==> config.mk <==
export PLATFORM = sky130hd
export DESIGN_NAME = mpr_ts_reassembler
export DESIGN_NICKNAME = d
export VERILOG_FILES = /design/src/rtl/mpr_pkg.sv /design/src/rtl/mpr_word_decode.sv /design/src/rtl/mpr_lane.sv /design/src/rtl/mpr_serializer.sv /design/src/rtl/mpr_ts_reassembler.sv
export SDC_FILE = /design/constraint.sdc
export NUM_CORES = 1
export LEC_CHECK = 0
export CAP_MARGIN = 25
export CORE_ASPECT_RATIO = 1.25
export CORE_MARGIN = 10
export CORE_UTILIZATION = 65
export CTS_BUF_LIST = sky130_fd_sc_hd__clkbuf_4 sky130_fd_sc_hd__clkbuf_8
export CTS_CLUSTER_SIZE = 14
export DETAILED_ROUTE_END_ITERATION = 16
export DONT_BUFFER_PORTS = 1
export PLACE_DENSITY = 0.82
export SLEW_MARGIN = 20
export SYNTH_ARGS = -nofsm -noshare
export SYNTH_HDL_FRONTEND = slang
export SYNTH_SLANG_ARGS = --single-unit
export TNS_END_PERCENT = 50
==> constraint.sdc <==
create_clock -name clk -period 4.1 [get_ports clk]
set_clock_uncertainty 0.15 [all_clocks]
set_input_delay 0.41 -clock clk [delete_from_list [all_inputs] [get_ports clk]]
set_output_delay 0.41 -clock clk [all_outputs]
set_load 0.03 [all_outputs]
==> src/rtl/mpr_pkg.sv <==
package mpr_pkg;
   localparam int WORD_W  = 32;
   localparam int PAY_W   = 24;
   localparam int SEQ_W   = 3;
   localparam int TAG_W   = 3;
   localparam int BYTE_W  = 8;

   // field layout follows the wire format of a micro-packet word
   typedef struct packed {
      logic [TAG_W-1:0] tag;
      logic [SEQ_W-1:0] seq;
      logic             start;
      logic             ovf;
      logic [PAY_W-1:0] pay;
   } mp_word_t;
endpackage

==> src/rtl/mpr_word_decode.sv <==
module mpr_word_decode #(
   parameter int NUM_STREAMS = 4,
   parameter int SID_W       = 2
) (
   input  logic [31:0]      word_i,
   output logic             tag_ok_o,
   output logic [SID_W-1:0] sid_o,
   output logic             start_o,
   output logic             ovf_o,
   output logic [2:0]       seq_o,
   output logic [23:0]      pay_o
);
   import mpr_pkg::*;

   mp_word_t          w;
   logic [TAG_W-1:0]  tag_m1;

   always_comb begin
      w        = mp_word_t'(word_i);
      tag_m1   = w.tag - 3'd1;
      tag_ok_o = (w.tag != '0) && (w.tag <= 3'(NUM_STREAMS));
      sid_o    = tag_m1[SID_W-1:0];
      start_o  = w.start;
      ovf_o    = w.ovf;
      seq_o    = w.seq;
      pay_o    = w.pay;
   end
endmodule

==> src/rtl/mpr_lane.sv <==
module mpr_lane #(
   parameter int SLICES_PER_PKT = 63,
   parameter int SLICE_W        = 6,
   parameter int SEQ_W          = 3
) (
   input  logic               clk,
   input  logic               rst_n,
   input  logic               hit_i,
   input  logic               start_i,
   input  logic [SEQ_W-1:0]   seq_i,
   output logic               keep_o,
   output logic               loss_o,
   output logic [SLICE_W-1:0] slice_o
);
   localparam logic [SLICE_W-1:0] LAST = SLICE_W'(SLICES_PER_PKT - 1);

   logic [SLICE_W-1:0] slice_q;
   logic [SEQ_W-1:0]   seq_q;
   logic               seen_q;
   logic [SEQ_W-1:0]   seq_exp;

   always_comb begin
      slice_o = start_i ? '0 : slice_q;
      keep_o  = start_i || (slice_q != '0);
      seq_exp = seq_q + 1'b1;
      loss_o  = seen_q && (seq_i != seq_exp);
   end

   always_ff @(posedge clk) begin
      if (!rst_n) begin
         slice_q <= '0;
         seq_q   <= '0;
         seen_q  <= 1'b0;
      end else if (hit_i) begin
         seq_q  <= seq_i;
         seen_q <= 1'b1;
         if (keep_o)
            slice_q <= (slice_o == LAST) ? '0 : slice_o + 1'b1;
      end
   end
endmodule

==> src/rtl/mpr_serializer.sv <==
module mpr_serializer #(
   parameter int SLICE_BYTES = 3,
   parameter int SID_W       = 2,
   parameter int CNT_W       = 2
) (
   input  logic                     clk,
   input  logic                     rst_n,
   input  logic                     load_i,
   input  logic [SLICE_BYTES*8-1:0] data_i,
   input  logic [CNT_W-1:0]         nbytes_i,
   input  logic                     sop_i,
   input  logic                     eop_i,
   input  logic [SID_W-1:0]         sid_i,
   output logic                     ready_o,
   output logic                     valid_o,
   input  logic                     take_i,
   output logic [7:0]               byte_o,
   output logic [SID_W-1:0]         sid_o,
   output logic                     sop_o,
   output logic                     eop_o
);
   localparam int DATA_W = SLICE_BYTES * 8;

   logic [DATA_W-1:0] data_q;
   logic [CNT_W-1:0]  cnt_q;
   logic              sop_q;
   logic              eop_q;
   logic [SID_W-1:0]  sid_q;

   always_comb begin
      valid_o = (cnt_q != '0);
      ready_o = (cnt_q == '0) || ((cnt_q == CNT_W'(1)) && take_i);
      byte_o  = data_q[DATA_W-1 -: 8];
      sid_o   = sid_q;
      sop_o   = sop_q;
      eop_o   = eop_q && (cnt_q == CNT_W'(1));
   end

   always_ff @(posedge clk) begin
      if (!rst_n) begin
         data_q <= '0;
         cnt_q  <= '0;
         sop_q  <= 1'b0;
         eop_q  <= 1'b0;
         sid_q  <= '0;
      end else if (load_i) begin
         data_q <= data_i;
         cnt_q  <= nbytes_i;
         sop_q  <= sop_i;
         eop_q  <= eop_i;
         sid_q  <= sid_i;
      end else if (valid_o && take_i) begin
         data_q <= data_q << 8;
         cnt_q  <= cnt_q - 1'b1;
         sop_q  <= 1'b0;
      end
   end
endmodule

==> src/rtl/mpr_ts_reassembler.sv <==
module mpr_ts_reassembler #(
   parameter int NUM_STREAMS    = 4,
   parameter int SLICES_PER_PKT = 63,
   parameter int SLICE_BYTES    = 3,
   parameter int TAIL_BYTES     = 2,
   parameter int SID_W          = (NUM_STREAMS > 1) ? $clog2(NUM_STREAMS) : 1
) (
   input  logic                   clk,
   input  logic                   rst_n,
   input  logic                   in_valid,
   output logic                   in_ready,
   input  logic [31:0]            in_word,
   output logic                   out_valid,
   input  logic                   out_ready,
   output logic [7:0]             out_byte,
   output logic [SID_W-1:0]       out_stream,
   output logic                   out_sop,
   output logic                   out_eop,
   output logic [NUM_STREAMS-1:0] loss_evt,
   output logic [NUM_STREAMS-1:0] ovf_evt
);
   import mpr_pkg::*;

   localparam int SLICE_W = $clog2(SLICES_PER_PKT);
   localparam int CNT_W   = $clog2(SLICE_BYTES + 1);
   localparam logic [SLICE_W-1:0] LAST = SLICE_W'(SLICES_PER_PKT - 1);

   if (NUM_STREAMS < 1 || NUM_STREAMS > 7) begin : g_bad_streams
      $error("NUM_STREAMS must fit the 3-bit tag (1..7)");
   end
   if (SLICE_BYTES * 8 != PAY_W) begin : g_bad_slice
      $error("SLICE_BYTES must fill the payload field");
   end
   if (TAIL_BYTES < 1 || TAIL_BYTES > SLICE_BYTES) begin : g_bad_tail
      $error("TAIL_BYTES out of range");
   end
   if (SLICES_PER_PKT < 2) begin : g_bad_slices
      $error("SLICES_PER_PKT must be at least 2");
   end

   logic             tag_ok, w_start, w_ovf, accept;
   logic [SID_W-1:0] sid;
   logic [SEQ_W-1:0] w_seq;
   logic [PAY_W-1:0] w_pay;

   logic [NUM_STREAMS-1:0] hit, keep_v, loss_v;
   logic [SLICE_W-1:0]     slice_a [NUM_STREAMS];
   logic                   sel_keep, load;
   logic [SLICE_W-1:0]     sel_slice;
   logic [CNT_W-1:0]       nbytes;

   mpr_word_decode #(.NUM_STREAMS(NUM_STREAMS), .SID_W(SID_W)) u_dec (
      .word_i(in_word), .tag_ok_o(tag_ok), .sid_o(sid), .start_o(w_start),
      .ovf_o(w_ovf), .seq_o(w_seq), .pay_o(w_pay)
   );

   assign accept = in_valid && in_ready;

   for (genvar i = 0; i < NUM_STREAMS; i++) begin : g_lane
      assign hit[i] = accept && tag_ok && (sid == SID_W'(i));

      mpr_lane #(.SLICES_PER_PKT(SLICES_PER_PKT), .SLICE_W(SLICE_W),
                 .SEQ_W(SEQ_W)) u_lane (
         .clk(clk), .rst_n(rst_n), .hit_i(hit[i]), .start_i(w_start),
         .seq_i(w_seq), .keep_o(keep_v[i]), .loss_o(loss_v[i]),
         .slice_o(slice_a[i])
      );

      always_ff @(posedge clk) begin
         if (!rst_n) begin
            loss_evt[i] <= 1'b0;
            ovf_evt[i]  <= 1'b0;
         end else begin
            loss_evt[i] <= hit[i] && loss_v[i];
            ovf_evt[i]  <= hit[i] && w_ovf;
         end
      end
   end

   always_comb begin
      sel_keep  = keep_v[sid];
      sel_slice = slice_a[sid];
      load      = accept && tag_ok && sel_keep;
      nbytes    = (sel_slice == LAST) ? CNT_W'(TAIL_BYTES) : CNT_W'(SLICE_BYTES);
   end

   mpr_serializer #(.SLICE_BYTES(SLICE_BYTES), .SID_W(SID_W), .CNT_W(CNT_W)) u_ser (
      .clk(clk), .rst_n(rst_n), .load_i(load), .data_i(w_pay),
      .nbytes_i(nbytes), .sop_i(sel_slice == '0), .eop_i(sel_slice == LAST),
      .sid_i(sid), .ready_o(in_ready), .valid_o(out_valid),
      .take_i(out_ready), .byte_o(out_byte), .sid_o(out_stream),
      .sop_o(out_sop), .eop_o(out_eop)
   );
endmodule

==> reports/results.tsv <==
metric	value	unit
setup TNS	0	ps
Total GRT Usage	0.2086	
final hold violations	0	
pin count of the biggest net entering global routing	60	
post-CTS repair timing setup buffer count	0	
Hold EP	u_ser.sid_o[0]	
worst r2r path cells	5	
area leader, netlist	dfxtp_1	
DP HPWL	7385	µm
DR pass1 iterations	7	
mux cell area share after synthesis	0.08336	
FF-to-FF End	u_ser.sop_o	
Routed WL	10430	µm
worst hold path type	in -> reg	
die area	10070	µm²
post-synthesis compound-gate area fraction	0.1634	
Worst Hold Launch	in_word[29]	
Net Count, Synth	541	
GPL Wtd Cong	0.9203	
clock buffer count from CTS	9	
design area	4368	µm²
top post-synthesis cells by area	dfxtp_1, ha_1, a21oi_1	
P_leak	0.001574	µW
post-synth top area share	0.3729	
vias	3576	
Max Transition Viols Final	0	
leading cell types in the layout, fill and taps excluded	dfxtp_1, a21oi_1, nand2_1, nand3_1, nor3_1	
Post-Synth XOR/XNOR Area	0.03765	
global-route wire length before repair	17460	µm
area of the mapped netlist	4188	µm²
Async SR Flop Fraction	0	
r2r setup slk	1260	ps
grt total ovfl	0	
Distinct cells, synth	46	
clk sink count	78	
number of synthesized flops with an enable pin	0	
Worst setup SP type	flip-flop	
post-CTS sizing	0	
Layout Nets	515	
most frequent cell on the critical path	or4_1	
Vias/cell	6.502	
Iteration-0 DRC Markers	263	
PwrDens	427.7	nW/µm²
Setup Viol. Count Final	0	
max_slew headroom	0.5894	
clock transition at the registers of the reported paths	90	ps
register area share after synthesis	0.3729	
Rows	32	
Syn. warnings	0	
DRT antenna net count	0	
largest family of logic cells by synthesized area	simple AND/OR/NAND/NOR gates	
R2R Path Start	g_lane[2].u_lane.slice_q[0]	
Tmin final	2844	ps
initial antenna violation count	0	
Area Growth Syn to Fin	4.302	%
Slowest-stage cell, CP	mux4_2	
die width	91.79	µm
floorplan core area	6206	µm²
Longest Clk Path Bufs	2	
height of the die	109.7	µm
layout cells sized above 1	0.07312	
Max IR drop VDD	0.0002034	V
Initial Util	0.6748	
fin crit share	0.6936	
n_diodes	0	
synthesis-stage register bit count	78	
DRC viols	0	
Post-Synth Adder-Cell Area	0.05677	
CTS tree	built	
number of global-route vias before repair	3556	
crit-path cells	or4_1 > or4_1 > mux4_2 > nand2_2 > a41o_1	
RSZ-0062 raised after global routing	false	
hold path depth	1	
worst-margin pin slew	614.1	ps
run status	complete, no violations	
CP Data Arrival Time	2990	ps
Port Buffers	0	
CP endpoint kind	flip-flop	
crit-path max FO	19	
# IOs	58	
ys flop type	dfxtp_1	
slowest stage delay, CP	640	ps
Clk Latency, worst-skew pair	350	ps
Avg Cell Area, Syn	8.617	µm²
# Max-Cap Violations	0	
Cells after Synth	486	
worst setup path class	reg -> reg	
clock root cell	clkbuf_8	
Simple-Gate Fraction of Synth Area	0.2265	
most common cell after layout, fill and taps aside	dfxtp_1	
CTS Hold Bufs	0	
DP Area	4124	µm²
H-tree Lvls	3	
Max Fclk	0.3517	GHz
WL per Instance	18.97	µm
Worst EP required	4240	ps
==> cell usage after synthesis, types with 2 or more instances <==
library cell	instances
dfxtp_1	78
a21oi_1	47
nand2_1	42
clkbuf_1	28
nand3_1	27
nor3_1	24
nor2_1	21
ha_1	19
a211oi_1	18
mux2i_1	18
inv_1	13
or4_1	12
xnor2_1	12
or3_1	11
o21ai_0	10
buf_4	9
o211ai_1	9
nand4_1	8
nor2b_1	8
nor4_1	8
mux4_2	7
xor2_1	6
and2_1	5
nand2b_1	5
a311oi_1	4
a31oi_1	4
nand4b_1	4
o21a_1	4
and3_1	3
buf_1	3
a21o_1	2
a41o_1	2
o2111ai_1	2
==> cells by family (layout without fill, tap and decap cells) <==
| logic type | count (synthesis) | in the layout |
|---|---|---|
| adder cells (fa/ha/maj) | 19 | 19 |
| buffers and inverters | 55 | 34 |
| AND/OR/NAND/NOR | 182 | 182 |
| multiplexers | 26 | 26 |
| XOR/XNOR | 18 | 18 |
| AO/OA/AOI/OAI | 108 | 108 |
| flip-flops | 78 | 78 |
==> sequential cells by signal, summed over array words and instances (netlist names) <==
name	cells
g_lane.u_lane.seen_q	4
u_ser.sop_o	1
u_ser.sid_o	2
u_ser.cnt_q	2
loss_evt	4
u_ser.data_q	24
g_lane.u_lane.seq_q	12
g_lane.u_lane.slice_q	24
u_ser.eop_q	1
ovf_evt	4
==> area by class of cell <==
class	count	area, µm²
Clock buffer	10	131.4
Clock inverter	6	92.59
Fill cell	485	1838
Inverter	13	48.80
Multi-Input combinational cell	353	2377
Sequential cell	78	1562
Tap cell	85	106.4
Timing Repair Buffer	5	50.05
==> worst max path at each step <==
stage                                     start          endpoint  slack, ps
finish              g_lane[2].u_lane.slice_q[0]       u_ser.sop_o       1260
global route        g_lane[2].u_lane.slice_q[0]       u_ser.sop_o       1090
CTS                 g_lane[2].u_lane.slice_q[0]  u_ser.data_q[13]       1230
detailed placement  g_lane[2].u_lane.slice_q[0]  u_ser.data_q[16]       1240
global placement    g_lane[3].u_lane.slice_q[2]  u_ser.data_q[15]       1340
floorplan                           in_word[29]   u_ser.data_q[0]       1120
==> stage by stage <==
step / total power, µW / setup WS [ps] / hold slack, ps / instances / util
global placement: 1214 / 1339 / 284.3 / 533 / 0.6645
finish: 1868 / 1256 / 27.28 / 550 / 0.7038
global route: 1946 / 1087 / 34.13 / 550 / 0.7038
detailed placement: 1229 / 1243 / 290.9 / 533 / 0.6645
CTS: 1872 / 1232 / 17.49 / 549 / 0.7006
floorplan: 1188 / 1120 / 271.2 / 486 / -
==> power breakdown <==
group | total (µW) | internal [µW] | switching, µW
clock network | 652 | 354 | 298
registers | 868 | 805 | 62.2
logic | 349 | 122 | 226
total | 1870 | 1280 | 587
==> per-layer routing <==
metal | global-route usage | vias up | share of wire
li1 | - | 1721 | -
met1 | 0.2435 | 1686 | 0.41
met2 | 0.3581 | 142 | 0.49
met3 | 0.03411 | 27 | 0.069
met4 | 0.1192 | 0 | 0.035
met5 | 0 | - | 0
==> critical path: cells and delay by family (launching register included) <==
kind               cells  cell delay (ps)
AOI/OAI and AO/OA      1              220
DFF                    1              350
muxes                  1              640
and+or+nand+nor        3             1420
No activity file was read; power rests on OpenSTA's default activity.
